[src/rtl/pp_pkg.sv]
package pp_pkg;
  localparam int COMP_W  = 8;
  localparam int WORD_B  = 4;
  localparam int WORD_W  = WORD_B * COMP_W;
  localparam int RES_B   = WORD_B - 1;
  localparam int RES_W   = RES_B * COMP_W;
  localparam int CNT_W   = 3;
  localparam logic [COMP_W-1:0] ALPHA = 8'hFF;

  typedef enum logic [2:0] {
    FMT_RGB24  = 3'd0,
    FMT_RGB565 = 3'd1,
    FMT_ARGB   = 3'd2,
    FMT_RGBA   = 3'd3,
    FMT_MONO   = 3'd4,
    FMT_AYUV   = 3'd5,
    FMT_YUYV   = 3'd6,
    FMT_MONO7  = 3'd7
  } fmt_e;
endpackage

[src/rtl/pp_fmt_map.sv]
module pp_fmt_map
  import pp_pkg::*;
(
  input  logic              clk,
  input  logic              rst_n,
  input  fmt_e              fmt,
  input  logic              swap,
  input  logic [COMP_W-1:0] c0,
  input  logic [COMP_W-1:0] c1,
  input  logic [COMP_W-1:0] c2,
  input  logic              fire,
  input  logic              eol,
  output logic [WORD_W-1:0] bytes,
  output logic [CNT_W-1:0]  nbytes
);
  logic              pair_odd;
  logic [COMP_W-1:0] v_hold;
  logic [COMP_W-1:0] r_s, g_s, b_s, y_s, u_s, v_s;

  // RGB view swaps outer components, YUV view swaps the chroma pair
  always_comb begin
    r_s = swap ? c2 : c0;
    g_s = c1;
    b_s = swap ? c0 : c2;
    y_s = c0;
    u_s = swap ? c2 : c1;
    v_s = swap ? c1 : c2;
  end

  always_comb begin
    bytes  = '0;
    nbytes = 3'd1;
    unique case (fmt)
      FMT_RGB24: begin
        bytes  = {8'd0, b_s, g_s, r_s};
        nbytes = 3'd3;
      end
      FMT_RGB565: begin
        bytes  = {16'd0, r_s[7:3], g_s[7:2], b_s[7:3]};
        nbytes = 3'd2;
      end
      FMT_ARGB: begin
        bytes  = {ALPHA, r_s, g_s, b_s};
        nbytes = 3'd4;
      end
      FMT_RGBA: begin
        bytes  = {r_s, g_s, b_s, ALPHA};
        nbytes = 3'd4;
      end
      FMT_AYUV: begin
        bytes  = {ALPHA, y_s, u_s, v_s};
        nbytes = 3'd4;
      end
      FMT_YUYV: begin
        bytes  = pair_odd ? {16'd0, v_hold, y_s} : {16'd0, u_s, y_s};
        nbytes = 3'd2;
      end
      default: begin
        bytes  = {24'd0, c0};
        nbytes = 3'd1;
      end
    endcase
  end

  always_ff @(posedge clk) begin
    if (!rst_n) begin
      pair_odd <= 1'b0;
      v_hold   <= '0;
    end else if (fire) begin
      if (eol || fmt != FMT_YUYV) pair_odd <= 1'b0;
      else                        pair_odd <= ~pair_odd;
      if (fmt == FMT_YUYV && !pair_odd) v_hold <= v_s;
    end
  end

  // an open pair only exists while the 4:2:2 layout is selected
  p_pair_fmt_r7: assert property (@(posedge clk) disable iff (!rst_n)
    pair_odd |-> (fmt == FMT_YUYV));
endmodule

[src/rtl/pp_byte_pack.sv]
module pp_byte_pack
  import pp_pkg::*;
(
  input  logic              clk,
  input  logic              rst_n,
  input  logic              in_vld,
  output logic              in_rdy,
  input  logic [WORD_W-1:0] in_bytes,
  input  logic [CNT_W-1:0]  in_n,
  input  logic              in_eol,
  output logic              out_vld,
  input  logic              out_rdy,
  output logic [WORD_W-1:0] out_word,
  output logic              out_eol,
  output logic [1:0]        held_bytes
);
  localparam int CMB_W = WORD_W + RES_W;

  logic [RES_W-1:0] resid;
  logic [1:0]       rcnt;
  logic             flush_pend;
  logic             can_load, fire;
  logic [CMB_W-1:0] comb_v;
  logic [CNT_W-1:0] total;
  logic [CNT_W-1:0] rem;

  assign can_load   = !out_vld || out_rdy;
  assign in_rdy     = can_load && !flush_pend;
  assign fire       = in_vld && in_rdy;
  assign held_bytes = rcnt;

  always_comb begin
    comb_v = {{WORD_W{1'b0}}, resid} | ({{RES_W{1'b0}}, in_bytes} << {rcnt, 3'b000});
    total  = {1'b0, rcnt} + in_n;
    rem    = total - 3'd4;
  end

  always_ff @(posedge clk) begin
    if (!rst_n) begin
      resid      <= '0;
      rcnt       <= '0;
      flush_pend <= 1'b0;
      out_vld    <= 1'b0;
      out_word   <= '0;
      out_eol    <= 1'b0;
    end else if (flush_pend && can_load) begin
      out_vld    <= 1'b1;
      out_word   <= {{(WORD_W-RES_W){1'b0}}, resid};
      out_eol    <= 1'b1;
      resid      <= '0;
      rcnt       <= '0;
      flush_pend <= 1'b0;
    end else if (fire) begin
      if (total >= 3'd4) begin
        out_vld  <= 1'b1;
        out_word <= comb_v[WORD_W-1:0];
        if (in_eol && rem != 3'd0) begin
          out_eol    <= 1'b0;
          resid      <= comb_v[CMB_W-1:WORD_W];
          rcnt       <= rem[1:0];
          flush_pend <= 1'b1;
        end else begin
          out_eol <= in_eol;
          resid   <= comb_v[CMB_W-1:WORD_W];
          rcnt    <= in_eol ? 2'd0 : rem[1:0];
        end
      end else if (in_eol) begin
        out_vld  <= 1'b1;
        out_word <= comb_v[WORD_W-1:0];
        out_eol  <= 1'b1;
        resid    <= '0;
        rcnt     <= '0;
      end else begin
        out_vld <= 1'b0;
        resid   <= comb_v[RES_W-1:0];
        rcnt    <= total[1:0];
      end
    end else if (out_rdy) begin
      out_vld <= 1'b0;
    end
  end

  // a stalled word keeps its content until taken
  p_hold_r10: assert property (@(posedge clk) disable iff (!rst_n)
    (out_vld && !out_rdy) |=> (out_vld && $stable(out_word) && $stable(out_eol)));
  // no pixel enters while the tail of a line is still waiting to go out
  p_flush_block_r9: assert property (@(posedge clk) disable iff (!rst_n)
    flush_pend |-> !in_rdy);
  // a word closing a line leaves nothing behind
  p_eol_clean_r9: assert property (@(posedge clk) disable iff (!rst_n)
    (out_vld && out_eol) |-> (rcnt == 2'd0 && !flush_pend));
  // the extra flush cycle always produces a closing word
  p_flush_out_r9: assert property (@(posedge clk) disable iff (!rst_n)
    (flush_pend && can_load) |=> (out_vld && out_eol));
endmodule

[src/rtl/pixel_packer.sv]
module pixel_packer
  import pp_pkg::*;
(
  input  logic        clk,
  input  logic        rst_n,
  input  logic [2:0]  cfg_fmt,
  input  logic        cfg_swap,
  input  logic        i_vld,
  output logic        i_rdy,
  input  logic [7:0]  i_c0,
  input  logic [7:0]  i_c1,
  input  logic [7:0]  i_c2,
  input  logic        i_eol,
  output logic        o_vld,
  input  logic        o_rdy,
  output logic [31:0] o_word,
  output logic        o_eol
);
  fmt_e              fmt;
  logic [WORD_W-1:0] px_bytes;
  logic [CNT_W-1:0]  px_n;
  logic              px_fire;
  logic [1:0]        held;

  assign fmt     = fmt_e'(cfg_fmt);
  assign px_fire = i_vld && i_rdy;

  pp_fmt_map u_map (
    .clk    (clk),
    .rst_n  (rst_n),
    .fmt    (fmt),
    .swap   (cfg_swap),
    .c0     (i_c0),
    .c1     (i_c1),
    .c2     (i_c2),
    .fire   (px_fire),
    .eol    (i_eol),
    .bytes  (px_bytes),
    .nbytes (px_n)
  );

  pp_byte_pack u_pack (
    .clk        (clk),
    .rst_n      (rst_n),
    .in_vld     (i_vld),
    .in_rdy     (i_rdy),
    .in_bytes   (px_bytes),
    .in_n       (px_n),
    .in_eol     (i_eol),
    .out_vld    (o_vld),
    .out_rdy    (o_rdy),
    .out_word   (o_word),
    .out_eol    (o_eol),
    .held_bytes (held)
  );

  // whole-word layouts never leave bytes waiting
  p_full_word_r5: assert property (@(posedge clk) disable iff (!rst_n)
    (fmt == FMT_ARGB || fmt == FMT_RGBA || fmt == FMT_AYUV) |-> (held == 2'd0));
  // two-byte layouts only ever hold half a word
  p_half_word_r2: assert property (@(posedge clk) disable iff (!rst_n)
    (fmt == FMT_RGB565 || fmt == FMT_YUYV) |-> (held == 2'd0 || held == 2'd2));
endmodule

[config.mk]
export PLATFORM = sky130hd
export DESIGN_NAME = pixel_packer
export DESIGN_NICKNAME = d
export VERILOG_FILES = /design/src/rtl/pp_pkg.sv /design/src/rtl/pp_fmt_map.sv /design/src/rtl/pp_byte_pack.sv /design/src/rtl/pixel_packer.sv
export SDC_FILE = /design/constraint.sdc
export NUM_CORES = 1
export LEC_CHECK = 0
export ABC_AREA = 1
export CORE_AREA = 2 2 106 108
export CTS_CLUSTER_DIAMETER = 40
export DETAILED_ROUTE_END_ITERATION = 7
export DIE_AREA = 0 0 108 110
export HOLD_SLACK_MARGIN = 0.05
export PLACE_DENSITY = 0.73
export SKIP_CTS_REPAIR_TIMING = 1
export SLEW_MARGIN = 20
export SYNTH_ARGS = -nofsm -noshare
export SYNTH_HDL_FRONTEND = slang
export SYNTH_SLANG_ARGS = --single-unit
export TNS_END_PERCENT = 5
[constraint.sdc]
create_clock -name clk -period 3.4 [get_ports clk]
set_input_delay 0.68 -clock clk [delete_from_list [all_inputs] [get_ports clk]]
set_output_delay 0.68 -clock clk [all_outputs]
set_load 0.01 [all_outputs]
### Yosys cells after proc, flatten, opt, wreduce, memory -nomap -nowiden

Index checks and enable logic that the tools add are counted.

* register bits after elaboration: 70
* output and inout port bits: 35
* bits of input ports: 33
* logic and storage cells: 73

* shift operators: 1
* muxes and demuxes: 28
* bitwise gates (word level): 3
* eq/ne operators: 6
* magnitude comparators: 1
* $add $sub $neg: 2
* reductions and logical operators: 23

Operators with widths (count)
* $pmux W32 S6: 1
* $mux W24: 4
* $mux W32: 2
* $or A24 B56 Y56: 1
* $shl A32 B5 Y56: 1
* $mux W8: 4
* $mux W16: 1
* $mux W1: 11
* $pmux W3 S3: 1
* $reduce_bool A3 Y1: 3
* $mux W2: 4
* $eq A3 B2 Y1 const B: 2
* $eq A3 B3 Y1 const B: 2
* $reduce_and A2 Y1: 3
* $logic_and A1 B1 Y1: 5
* $reduce_bool A2 Y1: 2
* $reduce_or A2 Y1: 2
* $add A2 B3 Y3: 1
* $eq A3 B1 Y1 const B: 1
* $ge A3 B3 Y1 const B: 1
* $logic_not A1 Y1: 3
* $logic_not A3 Y1: 1
* $ne A3 B3 Y1 const B: 1
* $reduce_and A3 Y1: 1
* other kinds (4): 6

### Depth between registers and ports, before layout

* depth in word-level cells: 11
* gate-level depth with buffers: 16
* gate-level depth less buffers: 14

### Cells and area by module

From an unflattened synthesis, not the netlist that was laid out.

* cell total of the unflattened synthesis: 1034
* area, all modules: 5559.1 um^2

Modules (own cells, without submodules)
* pp_byte_pack: times used 1, cells each 660, sequential area each 1221.2 um^2, area an instance 3846.2 um^2
* pp_fmt_map: times used 1, cells each 372, sequential area each 180.2 um^2, area an instance 1705.4 um^2
* pixel_packer: times used 1, cells each 2, sequential area each 0.0 um^2, area an instance 7.5 um^2

### Worst setup path before layout

OpenSTA, ideal clock, no wires.

* path kind: input-to-reg
* start: input cfg_fmt[2]
* end: register u_pack.out_word[20]
* buffers on the path: 2
* setup time: 0.114 ns
* slack: 0.550 ns
* stages on the path: 16
* arrival time: 2.736 ns
* required time: 3.286 ns
* cell sequence: buf_2 -> inv_2 -> nand2_4 -> inv_1 -> nor3_1 -> ha_1 -> inv_1 -> fa_1 -> xor2_2 -> nand2_2 -> nand2_4 -> nand2_4 -> buf_6 -> o21bai_1 -> o21bai_1 -> inv_1

* word-level cells in the longest chain between the ends: 8
* elaborated cells on any way between the ends: 20
* those cells by class: add/sub (1); order compare (1); eq/ne (5); shift (1); mux (6); bitwise (1); reduce/logical (5)

RTL lines
* start: declaration: line pixel_packer.sv:6 `input logic [2:0] cfg_fmt,`
* $eq A3 B2 Y1 (tied with other cells): line pp_fmt_map.sv:33 `unique case (fmt)`
* $reduce_or A3 Y1 (no line) (tied with other cells)
* $pmux W3 S3 / $shl A32 B5 Y56 (equally long branches): line pp_fmt_map.sv:33, pp_byte_pack.sv:33
* $add A2 B3 Y3 / $or A24 B56 Y56 (equally long branches): line pp_byte_pack.sv:34, pp_byte_pack.sv:33
* $ge A3 B3 Y1 / $mux W32 (equally long branches): line pp_byte_pack.sv:54, pp_byte_pack.sv:67
* $mux W32: line pp_byte_pack.sv:54 `if (total >= 3'd4) begin`
* $mux W24: line pp_byte_pack.sv:53 `end else if (fire) begin`
* $mux W24: line pp_byte_pack.sv:46 `end else if (flush_pend && can_load) begin`
* end signal: assignment: line pp_byte_pack.sv:48 `out_word <= {{(WORD_W-RES_W){1'b0}}, resid};`
* end signal: assignment: line pp_byte_pack.sv:56 `out_word <= comb_v[WORD_W-1:0];`
* end signal: assignment: line pp_byte_pack.sv:69 `out_word <= comb_v[WORD_W-1:0];`
* end: declaration: line pp_byte_pack.sv:13 `output logic [WORD_W-1:0] out_word,`

Parallel ways exist; a longest one is shown, timed or not. The select of a mux whose other input is x is not followed.
A chain may end at the register's enable or synchronous reset.

### Final worst setup path

* start: input cfg_fmt[1]
* end: register u_pack.resid[22]

* word-level cells in the longest chain between the ends: 6
* elaborated cells on any way between the ends: 16
* those cells by class: add/sub (1); order compare (1); eq/ne (5); shift (1); mux (4); bitwise (1); reduce/logical (3)

RTL lines
* $eq A3 B2 Y1 (tied with other cells): line pp_fmt_map.sv:33
* $reduce_or A3 Y1 (no line) (tied with other cells)
* $pmux W3 S3 / $shl A32 B5 Y56 (equally long branches): line pp_fmt_map.sv:33, pp_byte_pack.sv:33
* $add A2 B3 Y3 / $or A24 B56 Y56 (equally long branches): line pp_byte_pack.sv:34, pp_byte_pack.sv:33
* $ge A3 B3 Y1 / $mux W24 (equally long branches): line pp_byte_pack.sv:54, pp_byte_pack.sv:67
* $mux W24 (*): line pp_byte_pack.sv:54
* end signal: assignment: line pp_byte_pack.sv:59 `resid <= comb_v[CMB_W-1:WORD_W];`
* end signal: assignment: line pp_byte_pack.sv:64 `resid <= comb_v[CMB_W-1:WORD_W];`
* end signal: assignment: line pp_byte_pack.sv:75 `resid <= comb_v[RES_W-1:0];`
* end: declaration: line pp_byte_pack.sv:19 `logic [RES_W-1:0] resid;`

Every way passes the cells marked *; elsewhere a longest branch is shown, timed or not.

==> flow_metrics.py <==
metrics = {
    "outcome": {
        "status": "complete, no violations",
    },
    "global_routing": {
        "grt_max_degree": 39,
        "gr-total-overflow": 0,
        "grt_pass1_vias": 5808,
        "antenna_found_initial": 0,
        "grt_usage": 0.3111,
        "grt_pass1_wl_um": 28790,
    },
    "final_layout": {
        "layout.nets": 993,
        "drive_above_1_share": 0.07892,
        "antenna_cells": 0,
        "design_area_um2": 6345,
        "final_cells": 1103,
        "fillers": 1103,
        "syn2layout_area_growth_pct": 21.43,
    },
    "synth": {
        "synth_area_per_cell_um2": 5.864,
        "synth_cells": 891,
        "synthMuxAreaShare": 0,
        "synth_compound_area_frac": 0.2349,
        "synth-simple-area-share": 0.3781,
        "synth-xor-area-share": 0.003113,
        "syn_area_um2": 5225,
        "ys_warn_count": 0,
        "synthDistinctLibCells": 36,
        "syn_nets": 926,
        "ys_seq_area_frac": 0.2682,
        "synth_top_family_by_area": "simple AND/OR/NAND/NOR gates",
        "synthAdderAreaFrac": 0.006226,
        "ys_ff_latch": 70,
    },
    "die": {
        "die-area_um2": 11880,
        "core_area_um2": 10700,
        "rows": 38,
        "start_util": 0.4884,
        "ios": 68,
        "fp.dieH_um": 110,
        "die_w_um": 108,
    },
    "timing": {
        "setup_violations": 0,
        "maxSlewHeadroom": 0.2261,
        "fmax_ghz": 0.3289,
        "clock_skew_ns": 0.01045,
        "min_period_ns": 3.041,
        "fin_crit_sh": 0.8944,
        "drv_slew": 0,
        "hold_violations": 0,
        "rsz0062_at_grt": "no",
        "worst-slew-pin-transition_ns": 1.157,
    },
    "hold_path": {
        "hold_class": "flop to flop",
        "holdPathEnd": "u_map.v_hold[0]",
        "min_from": "u_map.v_hold[0]",
        "holdPathStages": 2,
    },
    "placement": {
        "gp_congestion": 1.014,
        "dp_cells": 1087,
        "place_area_um2": 6146,
        "numPortBuffers": 67,
        "dp_hpwl_um": 13400,
    },
    "drt": {
        "vias_per_cell": 5.633,
        "ant_nets": 0,
        "wl_per_cell_um": 16.13,
        "routed_wl_um": 17790,
        "vias": 6213,
        "drtIter0Drc": 602,
        "drc_errors": 0,
        "first_pass_iters": 7,
    },
    "clocking": {
        "h-tree-depth": 3,
        "cts_buffer_depth": 2,
        "clkTransAtPathRegs_ns": 0.09,
        "cts_buffers": 9,
        "worstSkewPairLatency_ns": 0.36,
        "cts_tree": "built",
        "cts_sinks": 70,
        "clockRootBuffer": "clkbuf_8",
    },
    "critical_path": {
        "crit_chain": "clkdlybuf4s50_1, inv_1, nor2_1, nor3_1, ha_1, inv_1, fa_1, xor2_2, buf_4, nor2_2, inv_1, nor2_1, nor2_1, a21oi_1",
        "reg2reg_depth": 10,
        "cp-end-kind": "flop",
        "worst_setup_path_start_kind": "primary input",
        "r2r_slack_ns": 1.12,
        "crit_arrival_ns": 3.33,
        "critPathBufInv": 5,
        "cp_max_fo": 8,
        "slowest_stage": "clkdlybuf4s50_1",
        "path_class": "primary input to flop",
        "cp.required_ns": 3.69,
        "r2r_start": "u_pack.held_bytes[1]",
        "slowest_delay_ns": 0.55,
        "r2r-end": "u_pack.resid[22]",
        "path_delay_family": "buffers and inverters",
    },
    "power_and_ir_drop": {
        "p_leak_nw": 2.922,
        "power_density_nw_per_um2": 431.7,
        "power_w": 0.002739,
        "max-vdd-ir-drop_mv": 0.3120,
    },
    "flow_run": {
        "cap_violations": 0,
    },
}
Yosys cell counts, drive strengths merged:
master | n | area [um2]
o21ai | 100 | 500.5
a21oi | 69 | 345.3
nor3 | 3 | 15.01
clkbuf | 24 | 90.09
and2 | 3 | 18.77
xor2 | 1 | 16.27
a41oi | 1 | 8.760
fa | 1 | 20.02
o21bai | 32 | 240.2
nand3b | 1 | 7.510
or2 | 11 | 68.81
dfxtp | 70 | 1401
ha | 1 | 12.51
clkinv | 1 | 3.750
o22ai | 1 | 6.260
o21a | 4 | 30.03
buf | 27 | 147.6
nand3 | 90 | 450.4
o2111ai | 1 | 8.760
a211oi | 2 | 15.01
inv | 88 | 330.3
nand2 | 210 | 828.3
nand4 | 20 | 125.1
a31oi | 8 | 50.05
a22oi | 3 | 22.52
nor2 | 119 | 461.7
layer usage:
layer,track usage,part of all wire,vias up,wire (um)
met1,0.4022,0.43,2830,7595
met5,0,0,-,0
met2,0.5265,0.47,280,8284
met3,0.05644,0.079,40,1408
met4,0.1016,0.028,0,498
li1,-,-,3063,-
cell type report:
cell class | instances | area [um2] | share of cell area
inverters | 89 | 334.1 | 0.05265
multi-input cells | 681 | 3252 | 0.5125
repair buffers | 107 | 983.4 | 0.1550
clock buffers | 10 | 127.6 | 0.02011
clock inverters | 6 | 71.32 | 0.01124
flip-flops and latches | 70 | 1401 | 0.2209
well taps | 140 | 175.2 | 0.02761
power breakdown:
group	leakage, nW	switching, W	internal, W
Sequential	0.577	0.0000561	0.000923
Combinational	2.25	0.000637	0.000422
Clock	0.0931	0.000357	0.000344
placed cells by master, fill, tap and decap left out, drive strengths merged, types with 2 or more instances in the layout:
cell type      instances
nand2                210
nor2                 119
o21ai                100
nand3                 90
inv                   89
dfxtp                 70
a21oi                 69
clkdlybuf4s50         67
buf                   40
o21bai                32
nand4                 20
or2                   11
clkbuf                10
a31oi                  8
o21a                   4
nor3                   3
a22oi                  3
and2                   3
clkinv                 3
a211oi                 2
clkinvlp               2
cell families (layout without fill, tap and decap cells):
logic type / Yosys count / after routing
AOI/OAI and AO/OA: 221 / 221
xor gates and xnor gates: 1 / 1
adders and majority gates: 2 / 2
buffers and inverters: 140 / 212
DFF: 70 / 70
and+or+nand+nor: 457 / 457
worst register-to-register path, delay by kind of cell, from the launching register on:
family / cells / cell delay, ns
buffers and inverters: 4 / 0.74
and+or+nand+nor: 3 / 0.35
adders and majority gates: 1 / 0.48
DFF: 1 / 0.31
xor gates and xnor gates: 1 / 0.20
AOI/OAI and AO/OA: 1 / 0.14
through the flow:
step                hold WS [ns]  setup TNS (ns)  setup WS [ns]  utilization
finish                    0.4574               0         0.3591       0.5931
global route              0.5011               0         0.1368       0.5931
CTS                       0.4565               0         0.3544       0.5931
detailed placement        0.4427        -0.01808       -0.01808       0.5745
global placement          0.4442               0        0.03393       0.5745
floorplan                 0.4301               0         0.5500            -
registers in the layout, summed over array words and instances (netlist names):
signal	flops
u_pack.out_word	32
u_pack.resid	24
u_map.v_hold	8
u_pack.held_bytes	2
u_map.pair_odd	1
u_pack.flush_pend	1
u_pack.out_eol	1
u_pack.out_vld	1
worst max path at each step:
stage,from,to,slack [ns],cells past startpoint
2_1_floorplan,cfg_fmt[2],u_pack.out_word[20],0.55,16
3_3_place_gp,cfg_fmt[1],u_pack.resid[19],0.03,14
3_5_place_dp,cfg_fmt[1],u_pack.out_word[16],-0.02,15
4_1_cts,cfg_fmt[1],u_pack.out_word[16],0.35,15
5_1_grt,cfg_fmt[1],u_pack.resid[18],0.14,14
6_report,cfg_fmt[1],u_pack.resid[22],0.36,14
(Power assumes the default switching activity.)
